--- src/rtl/hra_pkg.sv ---
// Shared definitions for the host request adapter.
package hra_pkg;
    // Direction of an internal request
    typedef enum logic {
        DIR_RD = 1'b0,
        DIR_WR = 1'b1
    } hra_dir_e;
endpackage

--- src/rtl/hra_req_hold.sv ---
// Request launcher and holder.
// Registers the request fields when a transfer is launched and freezes them
// until the matching acknowledge is taken.
// Assumes launch is only raised while no request is open.
module hra_req_hold
    import hra_pkg::*;
#(
    parameter int AW       = 4,
    parameter int DW       = 16,
    parameter bit USE_STRB = 1'b1,
    localparam int SW      = DW / 8
) (
    input  logic          clk,
    input  logic          rst_n,
    input  logic          launch,
    input  logic          pwrite,
    input  logic [AW-1:0] paddr,
    input  logic [DW-1:0] pwdata,
    input  logic [SW-1:0] pstrb,
    input  logic          ack_hit,
    output logic          req_vld,
    output logic          req_wr,
    output logic          req_rd,
    output logic [AW-1:0] wr_addr,
    output logic [AW-1:0] rd_addr,
    output logic [DW-1:0] wr_data,
    output logic [SW-1:0] wr_be
);
    logic [SW-1:0] strb_src;
    hra_dir_e      dir;

    assign dir = hra_dir_e'(pwrite);

    // Pick the byte-enable source: the host strobes, or all ones
    generate
        if (USE_STRB) begin : g_strb
            assign strb_src = pstrb;
        end else begin : g_nostrb
            assign strb_src = '1;
        end
    endgenerate

    // Launch the request, hold its fields, and close it on the acknowledge
    always_ff @(posedge clk) begin
        if (!rst_n) begin
            req_vld <= 1'b0;
            req_wr  <= 1'b0;
            req_rd  <= 1'b0;
            wr_addr <= '0;
            rd_addr <= '0;
            wr_data <= '0;
            wr_be   <= '0;
        end else if (launch) begin
            req_vld <= 1'b1;
            req_wr  <= (dir == DIR_WR);
            req_rd  <= (dir == DIR_RD);
            wr_addr <= (dir == DIR_WR) ? paddr : '0;
            rd_addr <= (dir == DIR_RD) ? paddr : '0;
            wr_data <= (dir == DIR_WR) ? pwdata : '0;
            wr_be   <= (dir == DIR_WR) ? strb_src : '1;
        end else if (ack_hit) begin
            req_vld <= 1'b0;
            req_wr  <= 1'b0;
            req_rd  <= 1'b0;
        end
    end

    // Fields do not move while the request waits for its acknowledge
    p_hold_stable_r3: assert property (@(posedge clk) disable iff (!rst_n)
        (req_vld && !ack_hit) |=> (req_vld && $stable(wr_addr) && $stable(rd_addr)
                                   && $stable(wr_data) && $stable(wr_be)
                                   && $stable(req_wr) && $stable(req_rd)));

    // An open request carries exactly one direction
    p_one_dir_r2: assert property (@(posedge clk) disable iff (!rst_n)
        req_vld |-> ($countones({req_wr, req_rd}) == 1));

    // A read request presents all byte enables
    p_rd_be_ones_r4: assert property (@(posedge clk) disable iff (!rst_n)
        (req_vld && req_rd) |-> (&wr_be));
endmodule

--- src/rtl/hra_rsp_cap.sv ---
// Response capture.
// Samples the read data and the error flag in the acknowledge cycle and
// presents them to the host with a one-cycle ready.
// Assumes ack_hit is a single-cycle pulse for an open request.
module hra_rsp_cap #(
    parameter int DW = 16
) (
    input  logic          clk,
    input  logic          rst_n,
    input  logic          ack_hit,
    input  logic          hit_is_rd,
    input  logic          err_in,
    input  logic [DW-1:0] rd_data,
    output logic          pready,
    output logic          pslverr,
    output logic [DW-1:0] prdata
);
    // Register the completion, the error and the read data
    always_ff @(posedge clk) begin
        if (!rst_n) begin
            pready  <= 1'b0;
            pslverr <= 1'b0;
            prdata  <= '0;
        end else begin
            pready  <= ack_hit;
            pslverr <= ack_hit && err_in;
            if (ack_hit && hit_is_rd) begin
                prdata <= rd_data;
            end
        end
    end

    // The ready is a single-cycle pulse
    p_ready_pulse_r5: assert property (@(posedge clk) disable iff (!rst_n)
        pready |=> !pready);

    // The error is shown only together with ready
    p_err_with_ready_r7: assert property (@(posedge clk) disable iff (!rst_n)
        pslverr |-> pready);
endmodule

--- src/rtl/hostreq_adapter.sv ---
// Host bus to request/acknowledge adapter (top).
// Turns an APB access phase into one held internal request, and turns the
// matching acknowledge into a one-cycle PREADY with PSLVERR.
// Assumes an APB host that keeps its signals steady through the access phase.
module hostreq_adapter #(
    parameter int AW       = 4,
    parameter int DW       = 16,
    parameter bit USE_STRB = 1'b1,
    localparam int SW      = DW / 8
) (
    input  logic          clk,
    input  logic          rst_n,
    input  logic          psel,
    input  logic          penable,
    input  logic          pwrite,
    input  logic [AW-1:0] paddr,
    input  logic [DW-1:0] pwdata,
    input  logic [SW-1:0] pstrb,
    output logic [DW-1:0] prdata,
    output logic          pready,
    output logic          pslverr,
    output logic          req_vld,
    output logic          req_wr,
    output logic          req_rd,
    output logic [AW-1:0] wr_addr,
    output logic [AW-1:0] rd_addr,
    output logic [DW-1:0] wr_data,
    output logic [SW-1:0] wr_be,
    input  logic          rd_ack,
    input  logic          rd_err,
    input  logic [DW-1:0] rd_data,
    input  logic          wr_ack,
    input  logic          wr_err
);
    logic launch;
    logic ack_hit;
    logic err_sel;

    // Start only on an access phase while idle and not completing
    assign launch  = psel && penable && !req_vld && !pready;
    // Take only the acknowledge that matches the open direction
    assign ack_hit = req_vld && ((req_rd && rd_ack) || (req_wr && wr_ack));
    // Route the error flag that belongs to the open direction
    assign err_sel = req_rd ? rd_err : wr_err;

    hra_req_hold #(
        .AW       (AW),
        .DW       (DW),
        .USE_STRB (USE_STRB)
    ) u_hold (
        .clk     (clk),
        .rst_n   (rst_n),
        .launch  (launch),
        .pwrite  (pwrite),
        .paddr   (paddr),
        .pwdata  (pwdata),
        .pstrb   (pstrb),
        .ack_hit (ack_hit),
        .req_vld (req_vld),
        .req_wr  (req_wr),
        .req_rd  (req_rd),
        .wr_addr (wr_addr),
        .rd_addr (rd_addr),
        .wr_data (wr_data),
        .wr_be   (wr_be)
    );

    hra_rsp_cap #(
        .DW (DW)
    ) u_rsp (
        .clk       (clk),
        .rst_n     (rst_n),
        .ack_hit   (ack_hit),
        .hit_is_rd (req_rd),
        .err_in    (err_sel),
        .rd_data   (rd_data),
        .pready    (pready),
        .pslverr   (pslverr),
        .prdata    (prdata)
    );

    // An access phase seen while idle opens a request in the right direction
    p_launch_r2: assert property (@(posedge clk) disable iff (!rst_n)
        launch |=> (req_vld && (req_wr == $past(pwrite))));

    // A matching acknowledge closes the request and completes the host transfer
    p_ack_close_r5: assert property (@(posedge clk) disable iff (!rst_n)
        ack_hit |=> (!req_vld && pready));

    // No request is open during the completion cycle
    p_idle_at_ready_r9: assert property (@(posedge clk) disable iff (!rst_n)
        pready |-> !req_vld);

    // An open request without a matching acknowledge stays open
    p_wait_r8: assert property (@(posedge clk) disable iff (!rst_n)
        (req_vld && !ack_hit) |=> (req_vld && !pready));
endmodule

--- config.mk ---
export PLATFORM = sky130hd
export DESIGN_NAME = hostreq_adapter
export DESIGN_NICKNAME = d
export VERILOG_FILES = /design/src/rtl/hra_pkg.sv /design/src/rtl/hra_req_hold.sv /design/src/rtl/hra_rsp_cap.sv /design/src/rtl/hostreq_adapter.sv
export SDC_FILE = /design/constraint.sdc
export NUM_CORES = 1
export LEC_CHECK = 0
export CORE_MARGIN = 3
export CORE_UTILIZATION = 40
export DETAILED_ROUTE_END_ITERATION = 10
export GPL_ROUTABILITY_DRIVEN = 0
export PLACE_DENSITY = 0.86
export SLEW_MARGIN = 20
export SYNTH_ARGS = -nofsm -noshare
export SYNTH_HDL_FRONTEND = slang
export SYNTH_SLANG_ARGS = --single-unit
export TNS_END_PERCENT = 50
--- constraint.sdc ---
create_clock -name clk -period 1.3 [get_ports clk]
set_clock_uncertainty 0.05 [all_clocks]
set_input_delay 0.39 -clock clk [delete_from_list [all_inputs] [get_ports clk]]
set_output_delay 0.39 -clock clk [all_outputs]
set_load 0.01 [all_outputs]
==> impl_metrics.tcl, run 1 <==
set metrics [dict create \
    critPathKind "reg -> out" \
    fin_crit_sh_pct 103 \
    ys_top_cells_by_area "dfxtp_1, nand2_1, a21boi_1, mux2i_1, nand3_1" \
    drtIter0Drc 98 \
    die-area_um2 5610 \
    dp_hpwl_um 3560 \
    grt_antenna_before_repair 0 \
    total_power_mw 3.00 \
    areaGrowthSynthToFinish_pct 63.1 \
    core_area_um2 4470 \
    postPlaceCellArea_um2 2890 \
    rsz0062_at_grt "yes" \
    ios 94 \
    hold_violations 0 \
    overflow 0 \
    min_path_type "reg -> reg" \
    cts_buffers 5 \
    cp-end-kind "primary output" \
    placed_cells 344 \
    fin_crit_ps 1350 \
    rows 24 \
    cts_sinks 47 \
    fill_cells 363 \
    layoutNonFillerInstCount 362 \
    synth_top_area_share_pct 49.6 \
    relSlewSlack_pct 83.5 \
    drive_gt1_share_pct 41.9 \
    setup_ws_ps -45.5 \
    synth_nets 253 \
    syn_area_um2 1900 \
    vias_per_cell 4.98 \
    grt_pass1_vias 1713 \
    final_common_cell "nand2_1" \
    finalSetupViolations 13 \
    mostFrequentLayoutCells "nand2_1, buf_2, clkdlybuf4s50_1" \
    grt_util_all_layers_pct 19.0 \
    p_leak_nw 1.30 \
    die_w_um 74.9 \
    wl_per_cell_um 15.4 \
    clk_latency_ps 290 \
    tightest_slew_ps 247 \
    required_ps 860 \
    grt_pass1_wl_um 8180 \
    power_density_nw_per_um2 969 \
    ys_types 22 \
    htree_levels 2 \
    max_freq_mhz 743 \
    ys_seq_elements 47 \
    postSynthCellCount 206 \
    drv_cap 0 \
    ir_worst_vdd_mv 0.661 \
    ys_seq_area_share_pct 49.6 \
    route.detailed.drc 0 \
    initial_core_util_pct 42.4 \
    cts_root_buffer "clkbuf_8" \
    yosys_warnings 0 \
    wl_um 5590 \
    slew_viol_final 0 \
    port_buffers 93 \
    antenna-diode-count 0 \
    grt_max_degree 46 \
    status "finished with violations" \
    arrival_ps 910 \
    post_synth.cell_area_avg_um2 9.21 \
    firstDrtPassIters 5 \
    crit_path_start_kind "flip-flop" \
    drtAntennaViolNets 0 \
    cts_tree "yes" \
    crit_fanout 4 \
    failed_checks "negative setup slack" \
    die-height_um 74.9 \
    synth_top_area_cell "dfxtp_1" \
    vias 1803 \
    fin_util_pct 69.2 \
    fin_area_um2 3100 \
    fin_nets 357 \
    clockBufferDepth 2 \
    clk_pin_slew_ps 80 \
]
[sequential cells by signal, summed over array words and instances, names as in the netlist, 2 cells and up]
| register | cells |
|---|---|
| u_hold.rd_addr | 4 |
| u_hold.wr_addr | 4 |
| u_hold.wr_be | 2 |
| u_hold.wr_data | 16 |
| u_rsp.prdata | 16 |
[routing by layer]
metal	track usage (%)	part of all wire [%]	vias to the layer above
li1	-	-	903
met5	0	0	-
met2	34.1	53	54
met4	4.74	1.9	0
met3	5.07	5.2	10
met1	22.3	40	836
[cell families (layout without fill, tap and decap cells)]
family | after synthesis | count (layout) | share of synthesized area, %
mux | 17 | 17 | 9.03
compound gates | 31 | 31 | 12.0
simple gates | 94 | 94 | 23.5
flops | 47 | 47 | 49.6
buf+inv | 17 | 121 | 5.93
[power by group]
part | internal [mW] | switching (mW) | leakage, nW
Clock | 0.564 | 0.451 | 0.0513
Combinational | 0.292 | 0.197 | 0.849
Sequential | 1.48 | 0.0196 | 0.399
[repair_timing]
| item | CTS | global route |
|---|---|---|
| resized for setup | 194 | 56 |
| pin swaps | 10 | 22 |
| buffers inserted | 5 | 2 |
| endpoints found under the setup margin | 91 | 67 |
| cloned | 3 | 1 |
| hold buffers | 0 | 0 |
[Yosys cell counts, drive strengths merged]
library cell	instances
nand4bb	1
nand2	57
a21boi	24
buf	14
o211a	2
and3	1
clkbuf	3
nand3b	7
nand3	23
a22oi	1
a21oi	2
and4bb	1
dfxtp	47
o21ai	2
nor2	1
mux2i	16
nor2b	2
mux2	1
and2	1
[per-stage QoR]
stage | TNS [ps] | hold slack (ps) | setup slack [ps]
floorplan | 0 | 425 | 68.4
finish | -305 | 400 | -45.5
CTS | -8.52 | 403 | -7.24
global route | -1810 | 416 | -106
detailed placement | -20980 | 393 | -590
global placement | -19190 | 388 | -506
[final timing paths]
check	startpoint	to	slack (ps)	cells after the start
max reg2reg	u_hold.req_vld$_SDFFE_PN0P_	u_hold.wr_data[10]$_SDFFE_PN0P_	-40	5
min	u_hold.wr_addr[1]$_SDFFE_PN0P_	u_hold.wr_addr[1]$_SDFFE_PN0P_	400	2
min reg2reg	u_hold.wr_addr[1]$_SDFFE_PN0P_	u_hold.wr_addr[1]$_SDFFE_PN0P_	400	2
max	u_hold.req_vld$_SDFFE_PN0P_	req_vld	-50	2
[area by class of cell]
class | count | area (µm²) | share of cell area, %
clock buffers | 6 | 72.6 | 2.34
clock inverters | 1 | 30.0 | 0.970
multi-input cells | 142 | 926 | 29.9
flip-flops and latches | 47 | 990 | 32.0
well taps | 52 | 65.1 | 2.10
repair buffers | 114 | 1010 | 32.7
[worst max-delay path, cell delays in order, from the launching register on]
cell and delay (ps):
dfxtp_4 360, buf_4 140, buf_6 110
Note: power is estimated with default switching activity, not from simulation.
==> run 2: changes to the inputs <==
Settings changed: CORE_ASPECT_RATIO from default to 1.1.
==> run 2 against run 1 <==
  * The flow now finishes without violations
  * Worst hold slack worse by 19 ps
  * First-iteration DRC count up 23%
  * Routed wire length down 7.6%
  * Non-clock buffer count down 2
  * Via count down 0.61%
  * Final area down 4.0%
  * Sequential power about the same
==> impl_metrics.tcl, run 2 (same netlist as run 1, synthesis figures left out) <==
set metrics [dict create \
    status "completed" \
    wl_um 5160 \
    power_density_nw_per_um2 1020 \
    crit_family "flip-flops" \
    vias 1792 \
    layoutNonFillerInstCount 363 \
    mostFrequentLayoutCells "nand2_1, buf_2, clkdlybuf4s50_1" \
    areaGrowthSynthToFinish_pct 56.6 \
    fin_util_pct 66.9 \
    dp_hpwl_um 3530 \
    crit_buf_inv 1 \
    critPathKind "reg -> out" \
    die-area_um2 5610 \
    crit_chain "clkdlybuf4s15_2" \
    cts_hold_buffers 0 \
    relSlewSlack_pct 85.8 \
    postPlaceCellArea_um2 2940 \
    cts_root_buffer "clkbuf_8" \
    overflow 0 \
    setup_ws_ps 29.8 \
    rsz0062_at_grt "yes" \
    total_power_mw 3.03 \
    drv_cap 0 \
    hold_violations 0 \
    dp_slack_ps -552 \
    grt_util_all_layers_pct 18.0 \
    die_w_um 71.7 \
    cp-end-kind "primary output" \
    crit_slowest_cell "dfxtp_2" \
    die-height_um 78.2 \
    route.detailed.drc 0 \
    drtIter0Drc 121 \
    htree_levels 2 \
    placed_cells 348 \
    ios 94 \
    ir_worst_vdd_mv 0.783 \
    wl_per_cell_um 14.2 \
    initial_core_util_pct 42.7 \
    cts_tree "yes" \
    rows 25 \
    cts_sinks 47 \
    antenna-diode-count 0 \
    crit_path_start_kind "flip-flop" \
    arrival_ps 830 \
    vias_per_cell 4.94 \
    clk_pin_slew_ps 80 \
    p_leak_nw 1.28 \
    grt_antenna_before_repair 0 \
    fin_crit_ps 1270 \
    min_path_type "in -> reg" \
    crit_path_max_incr_delay_ps 330 \
    drive_gt1_share_pct 36.2 \
    finalSetupViolations 0 \
    crit_fanout 2 \
    fin_nets 355 \
    clk_latency_ps 290 \
    final_common_cell "nand2_1" \
    port_buffers 93 \
    core_area_um2 4440 \
    clockBufferDepth 2 \
    max_freq_mhz 787 \
    fin_crit_sh_pct 97.7 \
    slew_viol_final 0 \
    firstDrtPassIters 4 \
    top_regs "u_hold.wr_data (16), u_rsp.prdata (16)" \
    grt_pass1_vias 1690 \
    cts_buffers 5 \
    tightest_slew_ps 212 \
    fin_area_um2 2970 \
    required_ps 860 \
    grt_max_degree 33 \
    drtAntennaViolNets 0 \
    grt_pass1_wl_um 8010 \
]
-- run 2: cell types whose count changed in the layout (fill, tap and decap cells not counted), moves of 3 or more --
cell	previous run	this run
dfxtp_2	36	31
a21boi_2	4	1
nand3_2	7	0
a21boi_1	20	23
nand3_1	14	23
dfxtp_1	10	16
-- run 2: worst paths after layout --
path                            slack, ps                               to                           start  cells past startpoint
worst max-delay path                   30                       wr_data[8]  u_hold.wr_data[8]$_SDFFE_PN0P_                      1
worst min-delay path                  380     u_rsp.prdata[1]$_SDFFE_PN0P_                           rst_n                      3
worst max register to register         40  u_hold.wr_data[12]$_SDFFE_PN0P_         u_rsp.pready$_SDFF_PN0_                      4
worst min register to register        400   u_hold.wr_data[1]$_SDFFE_PN0P_  u_hold.wr_data[1]$_SDFFE_PN0P_                      2
-- run 2: area by class of cell --
cell class,count,area (µm²)
Timing Repair Buffer,112,951
Sequential cell,47,980
Fill cell,372,1470
Multi-Input combinational cell,142,857
Tap cell,54,67.6
Clock buffer,6,82.6
Clock inverter,2,35.0
-- run 2: metrics by stage --
| stage | setup TNS, ps | hold WS, ps |
|---|---|---|
| 3_5_place_dp | -20590 | 394 |
| 3_3_place_gp | -19060 | 387 |
| 6_report | 0 | 381 |
| 2_1_floorplan | 0 | 425 |
| 5_1_grt | -38.7 | 394 |
| 4_1_cts | 0 | 380 |
-- run 2: report_power, final --
group	switching (mW)	total (mW)	internal [mW]
Clock	0.476	1.10	0.622
Sequential	0.0184	1.50	1.48
Combinational	0.176	0.432	0.256
-- run 2: worst register-to-register path: stages (launching register included) --
cell      delay, ps
dfxtp_2         340
and4bb_4        420
buf_4           160
nand3_1          90
a21boi_1        150
-- run 2: per-layer routing --
layer | track usage, % | up-vias | share of wire [%]
met5 | 0 | - | 0
met4 | 5.45 | 0 | 1.0
met3 | 4.99 | 4 | 5.7
met2 | 31.4 | 55 | 52
met1 | 21.1 | 837 | 41
li1 | - | 896 | -
-- run 2: repair_timing --
action,in CTS,in global routing
hold endpoints to repair,0,0
endpoints found under the setup margin,91,58
pin swaps,4,9
setup buffers,3,3
gates cloned,0,1
resized for setup,186,39
